## src/rtl/dpram_rdw_pkg.sv

```systemverilog
package dpram_rdw_pkg;

    // Output behaviour of a port on its own write cycle
    typedef enum logic [1:0] {
        RDW_WRITE_FIRST = 2'd0,
        RDW_READ_FIRST  = 2'd1,
        RDW_NO_CHANGE   = 2'd2
    } rdw_mode_e;

    // A writer in this mode corrupts a same-cycle read on the other port
    function automatic logic spoils_peer_read(rdw_mode_e m);
        return (m != RDW_READ_FIRST);
    endfunction

endpackage

```

## src/rtl/dpram_clash.sv

```systemverilog
module dpram_clash
    import dpram_rdw_pkg::*;
#(
    parameter int        ADDR_W = 4,
    parameter int        DATA_W = 8,
    parameter rdw_mode_e MODE_A = RDW_WRITE_FIRST,
    parameter rdw_mode_e MODE_B = RDW_READ_FIRST
) (
    input  logic              a_en,
    input  logic              a_we,
    input  logic [ADDR_W-1:0] a_addr,
    input  logic [DATA_W-1:0] a_wdata,
    input  logic              b_en,
    input  logic              b_we,
    input  logic [ADDR_W-1:0] b_addr,
    input  logic [DATA_W-1:0] b_wdata,
    output logic              dual_wr,   // both ports write one word
    output logic              wr_fight,  // ... with differing data
    output logic              a_spoil,   // port A read is unreliable
    output logic              b_spoil    // port B read is unreliable
);
    logic same_word;

    always_comb begin
        same_word = a_en && b_en && (a_addr == b_addr);
        dual_wr   = same_word && a_we && b_we;
        wr_fight  = dual_wr && (a_wdata != b_wdata);
        a_spoil   = same_word && !a_we && b_we && spoils_peer_read(MODE_B);
        b_spoil   = same_word && !b_we && a_we && spoils_peer_read(MODE_A);
    end

endmodule

```

## src/rtl/dpram_out_sel.sv

```systemverilog
module dpram_out_sel
    import dpram_rdw_pkg::*;
#(
    parameter int        DATA_W = 8,
    parameter rdw_mode_e MODE   = RDW_WRITE_FIRST
) (
    input  logic              en,
    input  logic              we,
    input  logic              spoil,
    input  logic [DATA_W-1:0] wdata,
    input  logic [DATA_W-1:0] stored,   // word before this edge
    input  logic [DATA_W-1:0] cur,      // present read output
    output logic [DATA_W-1:0] nxt
);
    always_comb begin
        nxt = cur;
        if (en) begin
            if (!we) begin
                nxt = spoil ? {DATA_W{1'bx}} : stored;
            end else begin
                case (MODE)
                    RDW_WRITE_FIRST: nxt = wdata;
                    RDW_READ_FIRST:  nxt = stored;
                    default:         nxt = cur;
                endcase
            end
        end
    end

endmodule

```

## src/rtl/dpram_rdw.sv

```systemverilog
module dpram_rdw
    import dpram_rdw_pkg::*;
#(
    parameter int        ADDR_W = 4,
    parameter int        DATA_W = 8,
    parameter rdw_mode_e MODE_A = RDW_WRITE_FIRST,
    parameter rdw_mode_e MODE_B = RDW_READ_FIRST
) (
    input  logic              clk,
    input  logic              rst,
    input  logic              a_en,
    input  logic              a_we,
    input  logic [ADDR_W-1:0] a_addr,
    input  logic [DATA_W-1:0] a_wdata,
    input  logic              b_en,
    input  logic              b_we,
    input  logic [ADDR_W-1:0] b_addr,
    input  logic [DATA_W-1:0] b_wdata,
    output logic [DATA_W-1:0] a_rdata,
    output logic [DATA_W-1:0] b_rdata,
    output logic              clash,
    output logic              a_bad,
    output logic              b_bad
);
    localparam int DEPTH  = 1 << ADDR_W;
    localparam int NPORTS = 2;

    logic [DATA_W-1:0] mem [DEPTH];

    logic dual_wr, wr_fight, a_spoil, b_spoil;

    dpram_clash #(
        .ADDR_W(ADDR_W), .DATA_W(DATA_W), .MODE_A(MODE_A), .MODE_B(MODE_B)
    ) u_clash (
        .a_en(a_en), .a_we(a_we), .a_addr(a_addr), .a_wdata(a_wdata),
        .b_en(b_en), .b_we(b_we), .b_addr(b_addr), .b_wdata(b_wdata),
        .dual_wr(dual_wr), .wr_fight(wr_fight),
        .a_spoil(a_spoil), .b_spoil(b_spoil)
    );

    // Per-port views for the generated output selectors
    logic              p_en    [NPORTS];
    logic              p_we    [NPORTS];
    logic              p_spoil [NPORTS];
    logic [DATA_W-1:0] p_wdata [NPORTS];
    logic [DATA_W-1:0] p_stored[NPORTS];
    logic [DATA_W-1:0] p_cur   [NPORTS];
    logic [DATA_W-1:0] p_nxt   [NPORTS];

    always_comb begin
        p_en[0]     = a_en;      p_en[1]     = b_en;
        p_we[0]     = a_we;      p_we[1]     = b_we;
        p_spoil[0]  = a_spoil;   p_spoil[1]  = b_spoil;
        p_wdata[0]  = a_wdata;   p_wdata[1]  = b_wdata;
        p_stored[0] = mem[a_addr];
        p_stored[1] = mem[b_addr];
        p_cur[0]    = a_rdata;   p_cur[1]    = b_rdata;
    end

    for (genvar p = 0; p < NPORTS; p++) begin : g_port
        localparam rdw_mode_e PMODE = (p == 0) ? MODE_A : MODE_B;
        dpram_out_sel #(
            .DATA_W(DATA_W), .MODE(PMODE)
        ) u_sel (
            .en(p_en[p]), .we(p_we[p]), .spoil(p_spoil[p]),
            .wdata(p_wdata[p]), .stored(p_stored[p]),
            .cur(p_cur[p]), .nxt(p_nxt[p])
        );
    end

    // Storage: a same-word double write is merged into one store
    always_ff @(posedge clk) begin
        if (a_en && a_we) begin
            mem[a_addr] <= wr_fight ? {DATA_W{1'bx}} : a_wdata;
        end
        if (b_en && b_we && !dual_wr) begin
            mem[b_addr] <= b_wdata;
        end
    end

    // Registered outputs and collision flags
    always_ff @(posedge clk) begin
        if (rst) begin
            a_rdata <= '0;
            b_rdata <= '0;
            clash   <= 1'b0;
            a_bad   <= 1'b0;
            b_bad   <= 1'b0;
        end else begin
            a_rdata <= p_nxt[0];
            b_rdata <= p_nxt[1];
            clash   <= wr_fight || a_spoil || b_spoil;
            a_bad   <= a_spoil;
            b_bad   <= b_spoil;
        end
    end

endmodule

```

## config.mk

```make
export PLATFORM = sky130hd
export DESIGN_NAME = dpram_rdw
export DESIGN_NICKNAME = d
export VERILOG_FILES = /design/src/rtl/dpram_rdw_pkg.sv /design/src/rtl/dpram_clash.sv /design/src/rtl/dpram_out_sel.sv /design/src/rtl/dpram_rdw.sv
export SDC_FILE = /design/constraint.sdc
export NUM_CORES = 1
export LEC_CHECK = 0
export ABC_AREA = 1
export BUFFER_PORTS_ARGS = -buffer_cell sky130_fd_sc_hd__buf_4
export CAP_MARGIN = 25
export CORE_MARGIN = 2
export CORE_UTILIZATION = 56
export DETAILED_ROUTE_END_ITERATION = 16
export GPL_ROUTABILITY_DRIVEN = 1
export GPL_TIMING_DRIVEN = 0
export PLACE_DENSITY_LB_ADDON = 0.08
export SLEW_MARGIN = 20
export SYNTH_ARGS = -nofsm -noshare
export SYNTH_HDL_FRONTEND = slang
export SYNTH_SLANG_ARGS = --single-unit
```

## constraint.sdc

```tcl
create_clock -name clk -period 1.78 [get_ports clk]
set_input_delay 0.178 -clock clk [delete_from_list [all_inputs] [get_ports clk]]
set_output_delay 0.178 -clock clk [all_outputs]
set_load 0.01 [all_outputs]
```

==> run summary, run 1 <==
yosys warns - 0
clk_lat worst skew - 0.44 ns
first-iteration detailed-routing DRC count - 1,637
Worst Setup SP - a_addr[2]
max-slew violations - 0
initial antenna violation count - 0
Die Ht - 133 µm
CTS HTree Levels - 4
register area - 4200 µm²
Clock Skew - 0.00787 ns
# clock sinks - 146
drt drc - 0
first-pass GRT wire length - 55,600 µm
WS Path Type - in -> reg
Multi-input gate area - 4630 µm²
Achievable Freq - 564 MHz
Rel. slew slack - 26.7%
minimum clock period - 1.77 ns
hold violation count in the final report - 0
HP Class - in -> reg
Hold WS - 0.119 ns
initial core utilization - 56.5%
total die area - 17,600 µm²
unique cell type count in the Yosys netlist - 33
grt total ovfl - 0
largest net degree at the start of global routing - 17
CORE AREA - 16,400 µm²
register area share after synthesis - 45.4%
worst path bufs/invs - 2
hold_sp - rst
CTS root buf - clkbuf_16
syn_nets - 1,297
pwr dens - 869 nW/µm²
antenna cells - 0
Max Cap Viol - 0
Final Cycle Share - 99.5%
Slowest-stage cell, CP - nor2_1
critical path's largest stage delay - 0.49 ns
nature of the critical path endpoint - flip-flop
peak supply drop - 0.000706 V
Die W - 133 µm
via count - 9,862
Leak - 0.00486 µW
crit path cell chain - buf_2 -> inv_1 -> nor2_1 -> nand2_1 -> o21ai_2
Port Buf Inserts - 24
DRT antenna net count - 0
final wirelength - 38,100 µm
Top Ports - 49
Worst EP arrival - 1.86 ns
Mapped Area - 9270 µm²
fraction of layout instances using a drive strength above 1 - 11.2%
status - finished, final reports clean
CP required - 1.86 ns
clock buffer depth - 2
post-route setup slack - 0.00818 ns
vias in the first global route - 9,091
area grow syn2layout - 15.4%
crit-path max FO - 9
CTS tree - yes
clock transition at the registers of the reported paths - 0.06 ns
Nets - 1,353
unrepaired setup endpoints after global routing - true
Reg-to-Reg Start - mem[15][2]
CTS Buf Count - 17
GRT Util Overall - 43.4%
1st-pass router iterations - 6
placer congestion estimate - 1.06
Power Total - 9290 µW
hpwl dp - 26,500 µm
pre-CTS setup slack - -0.761 ns
Syn Area/Cell - 7.31 µm²
Core Rows - 47
register bit total from synthesis - 146
vias per cell - 6.34
Wirelength per Cell - 24.5 µm
Filler Cell Count - 1,486
Final Setup Violations - 0
Worst-Margin Slew - 1.10 ns
dominant delay contributor by cell family on the critical path - simple AND/OR/NAND/NOR gates
Mapped Cells - 1,267
CP startpoint kind - primary input
[registers in the layout (all words and copies together) (netlist names)]
signal / count
b_bad: 1
b_rdata: 8
a_rdata: 8
clash: 1
mem: 128
[cells by family after synthesis]
kind of cell / Yosys count / share of synthesized area [%]
flip-flops: 146 / 45.4
AND/OR/NAND/NOR: 863 / 38.7
XOR/XNOR: 4 / 0.378
AO/OA/AOI/OAI: 125 / 8.88
buffers and inverters: 128 / 6.63
other: 1 / 0.0405
[placed cells by master, fill, tap and decap left out, types with 13 or more instances in the layout]
cell type | netlist | routed
inv_1 | 20 | 20
nand2_2 | 16 | 16
o21ai_4 | 0 | 13
dfxtp_1 | 18 | 18
buf_6 | 13 | 13
clkbuf_16 | 0 | 17
clkbuf_1 | 49 | 49
nor2_1 | 31 | 30
nand3_1 | 170 | 169
buf_4 | 2 | 34
buf_1 | 16 | 16
buf_2 | 22 | 22
a22oi_1 | 64 | 64
o21ai_0 | 38 | 24
nand2_1 | 636 | 636
edfxtp_1 | 128 | 128
[through the flow]
stage	util [%]	std cells	setup TNS [ns]	instance area [µm²]
after floorplan	-	1267	-3.98	9310
after global placement	59.5	1511	-87.72	9770
after detailed placement	59.6	1511	-82.79	9780
after CTS	63.8	1544	0	10500
after global routing	65.2	1556	-0.281	10700
final	65.2	1556	0	10700
[cell usage after synthesis]
cell	n	area, µm²
nor2_1	31	116
o31ai_1	2	15.0
o2111ai_1	1	8.76
nand3_2	1	10.0
o21ai_0	38	190
nor2_8	4	80.1
clkbuf_1	49	184
nand3_4	1	17.5
xor2_1	2	17.5
a21oi_1	8	40.0
buf_4	2	15.0
a221oi_1	1	8.76
a21boi_0	1	7.51
xnor2_1	2	17.5
buf_6	13	146
clkbuf_2	1	5.00
dfxtp_1	18	360
nor4_1	2	12.5
buf_2	22	110
nand4_1	1	6.26
nand2_2	16	100
nor2_2	1	6.26
edfxtp_1	128	3840
nand2_1	636	2390
inv_2	3	11.3
clkinv_1	2	7.51
nand3_1	170	851
a22oi_1	64	480
buf_1	16	60.1
inv_1	20	75.1
conb_1	1	3.75
o21bai_1	8	60.1
o22ai_1	2	12.5
[timing repair]
action,CTS,global route
resized for setup,9,16
hold buffers,1,0
hold endpoints to repair,1,0
setup endpoints to repair,40,133
pin swaps,0,6
buffers inserted,0,12
[worst paths after layout]
check             slack, ns  cells past startpoint          to
setup / recovery      0.008                      5   mem[7][0]
hold / removal         0.12                      2  a_rdata[7]
setup reg to reg       0.23                      6  a_rdata[2]
hold reg to reg        0.47                      2  a_rdata[3]
[metal layers]
metal  wire length, µm  GRT usage (%)  share of wire [%]
met1             14400           59.5                 38
met2             16200           61.5                 43
met3              5300           12.2                 14
met4              2230           25.4                5.9
met5                 0              0                  0
[worst register-to-register path, stage by stage (launching register included)]
cell      delay (ns)
edfxtp_1        0.45
nand3_1         0.12
nand2_1         0.06
o21ai_0         0.33
nand2_1         0.11
o21bai_1        0.26
a21oi_1         0.09
[layout make-up]
cell class | count | share of cell area [%]
buffer | 103 | 4.91
clock buffer | 21 | 4.12
clock inverter | 11 | 1.77
inverter | 25 | 0.878
multi-input combinational | 993 | 43.3
sequential | 146 | 39.3
tap | 220 | 2.57
timing repair buffer | 37 | 3.09
[report_power, final]
part | total [µW] | leakage (µW) | internal (µW) | switching [µW]
combinational | 1400 | 0.00326 | 382 | 1020
clock | 4000 | 0.000303 | 2480 | 1520
sequential | 3890 | 0.00130 | 3830 | 56.7
total | 9290 | 0.00486 | 6690 | 2600
No activity file was read; power rests on OpenSTA's default activity.
==> run 2, diff against run 1 <==
--- a/config.mk
+++ b/config.mk
@@ -8,8 +8,8 @@
 export ABC_AREA = 1
 export BUFFER_PORTS_ARGS = -buffer_cell sky130_fd_sc_hd__buf_4
 export CAP_MARGIN = 25
-export CORE_MARGIN = 2
-export CORE_UTILIZATION = 56
+export CORE_MARGIN = 5
+export CORE_UTILIZATION = 30
 export DETAILED_ROUTE_END_ITERATION = 16
 export GPL_ROUTABILITY_DRIVEN = 1
 export GPL_TIMING_DRIVEN = 0
==> run summary, run 2 (synthesis gave the netlist of run 1 again) <==
status - finished, final reports clean
grt total ovfl - 0 (unchanged)
total die area - 34,500 µm² (+96%)
# clock sinks - 146 (unchanged)
CTS tree - yes
1st-pass router iterations - 5 (-1)
dpl cells - 1,688 (+12%)
CP startpoint kind - primary input
Hold WS - 0.102 ns (-0.0179 ns)
hpwl dp - 31,600 µm (+19%)
drt drc - 0 (unchanged)
initial core utilization - 30.4% (-26 points)
Final Setup Violations - 0 (unchanged)
CTS root buf - clkbuf_16
DRT antenna net count - 0 (unchanged)
P_sw - 2790 µW (+7.5%)
post-layout util - 35.7% (-29 points)
HP Class - in -> reg
Leak - 0.00487 µW (+0.24%)
clock buffer depth - 2 (unchanged)
Multi-input gate area - 4640 µm² (about the same)
WS Path Type - in -> reg
GRT Util Overall - 25.9% (-17 points)
Max Cap Viol - 0 (unchanged)
hold violation count in the final report - 0 (unchanged)
CORE AREA - 30,500 µm² (+86%)
crit-path max FO - 10 (+1)
fraction of layout instances using a drive strength above 1 - 12.1% (+0.99 points)
max-slew violations - 0 (unchanged)
vias per cell - 5.46 (-14%)
most frequent cells in the layout - nand2_1 (636), nand3_1 (169), edfxtp_1 (128)
Worst-Margin Slew - 1.04 ns (-0.0548 ns)
final wirelength - 44,500 µm (+17%)
Top Ports - 49 (unchanged)
Final Cycle Share - 97.4% (-2.1 points)
Top reg by flops - mem
placer congestion estimate - 0.953 (-9.9%)
area grow syn2layout - 17.6%
unrepaired setup endpoints after global routing - false
antenna cells - 0 (unchanged)
Port Buf Inserts - 24 (unchanged)
Gate power share - 16.2% (+1.1 points)
Worst EP arrival - 1.82 ns (-0.04 ns)
clock transition at the registers of the reported paths - 0.07 ns (about the same)
non-filler cells, final - 1,738 (+12%)
Die W - 186 µm (+40%)
clk_lat worst skew - 0.45 ns (about the same)
Nets - 1,359 (+0.44%)
pwr dens - 820 nW/µm² (-5.6%)
minimum clock period - 1.73 ns (-0.0381 ns)
first-pass GRT wire length - 63,400 µm (+14%)
Core Rows - 64 (+36%)
Clock Skew - 0.0128 ns (+0.00491 ns)
commonest non-fill, non-tap cell in the layout - nand2_1
CTS HTree Levels - 4 (unchanged)
biggest regs - mem: 128 flops, a_rdata: 8 flops, b_rdata: 8 flops
nature of the critical path endpoint - flip-flop
Die Ht - 186 µm (+40%)
peak supply drop - 0.000723 V (+2.3%)
largest net degree at the start of global routing - 17 (unchanged)
initial antenna violation count - 0 (unchanged)
Filler Cell Count - 3,250 (+120%)
CTS Buf Count - 17 (unchanged)
Rel. slew slack - 30.4% (+3.7 points)
Flop pwr share - 43.5% (+1.7 points)
via count - 9,482 (-3.9%)
Wirelength per Cell - 25.6 µm (+4.5%)
Int Pwr - 6150 µW (-8.1%)
first-iteration detailed-routing DRC count - 949 (-42%)
max FFs per register - 128 (unchanged)
Achievable Freq - 577 MHz (+2.2%)
vias in the first global route - 8,986 (-1.2%)
sw frac - 31.2% (+3.3 points)
clock group share of total power - 40.3% (-2.8 points)
register area - 4200 µm² (unchanged)
CP required - 1.86 ns (about the same)
[run 2: per-layer routing]
metal / GRT usage [%] / up-vias / share of wire (%)
li1: - / 4344 / -
met3: 4.24 / 87 / 7.4
met2: 40.4 / 476 / 45
met5: 0 / - / 0
met1: 36.0 / 4575 / 44
met4: 10.3 / 0 / 3.9
[run 2: layout make-up]
type / count / share of cell area [%]
inverter: 25 / 0.861
timing repair buffer: 43 / 3.44
buffer: 103 / 4.88
clock buffer: 17 / 3.90
sequential: 146 / 38.6
tap: 396 / 4.55
multi-input combinational: 993 / 42.5
clock inverter: 15 / 1.25
[run 2: worst max-delay path: stages]
cell	delay [ns]
buf_2	0.19
clkbuf_4	0.32
buf_2	0.35
nand3_1	0.27
o21ai_2	0.49
[run 2: through the flow]
step	worst slack (ns)	TNS, ns	total power (µW)	instance area, µm²
finish	0.0463	0	8940	10900
global route	0.00167	0	9210	10900
CTS	-0.00705	-0.0415	8890	10700
detailed placement	-0.939	-103.26	5330	10000
global placement	-1.45	-119.91	5320	9990
floorplan	-0.153	-3.98	4750	9310
[run 2: worst paths after layout]
| check | slack, ns | endpoint | startpoint | depth (start not counted) |
|---|---|---|---|---|
| max | 0.05 | mem[15][4] | a_addr[0] | 5 |
| min | 0.10 | a_rdata[6] | rst | 2 |
| max reg2reg | 0.15 | a_rdata[3] | mem[10][3] | 6 |
| min reg2reg | 0.47 | a_rdata[4] | a_rdata[4] | 2 |
[run 2: what timing repair did]
action / in CTS / in global routing
gates resized for setup: 12 / 21
pin swaps: 3 / 2
setup buffers: 9 / 8
hold buffers: 1 / 0
endpoints found under the setup margin: 65 / 124
hold endpoints to repair: 1 / 0
[run 2: power groups by stage]
stage | Clock (µW) | Combinational [µW] | Sequential, µW
after detailed placement | 0 | 1370 | 3960
after CTS | 3610 | 1390 | 3890
after global placement | 0 | 1360 | 3960
after global routing | 3770 | 1550 | 3890
final | 3600 | 1450 | 3890
after floorplan | 0 | 798 | 3950
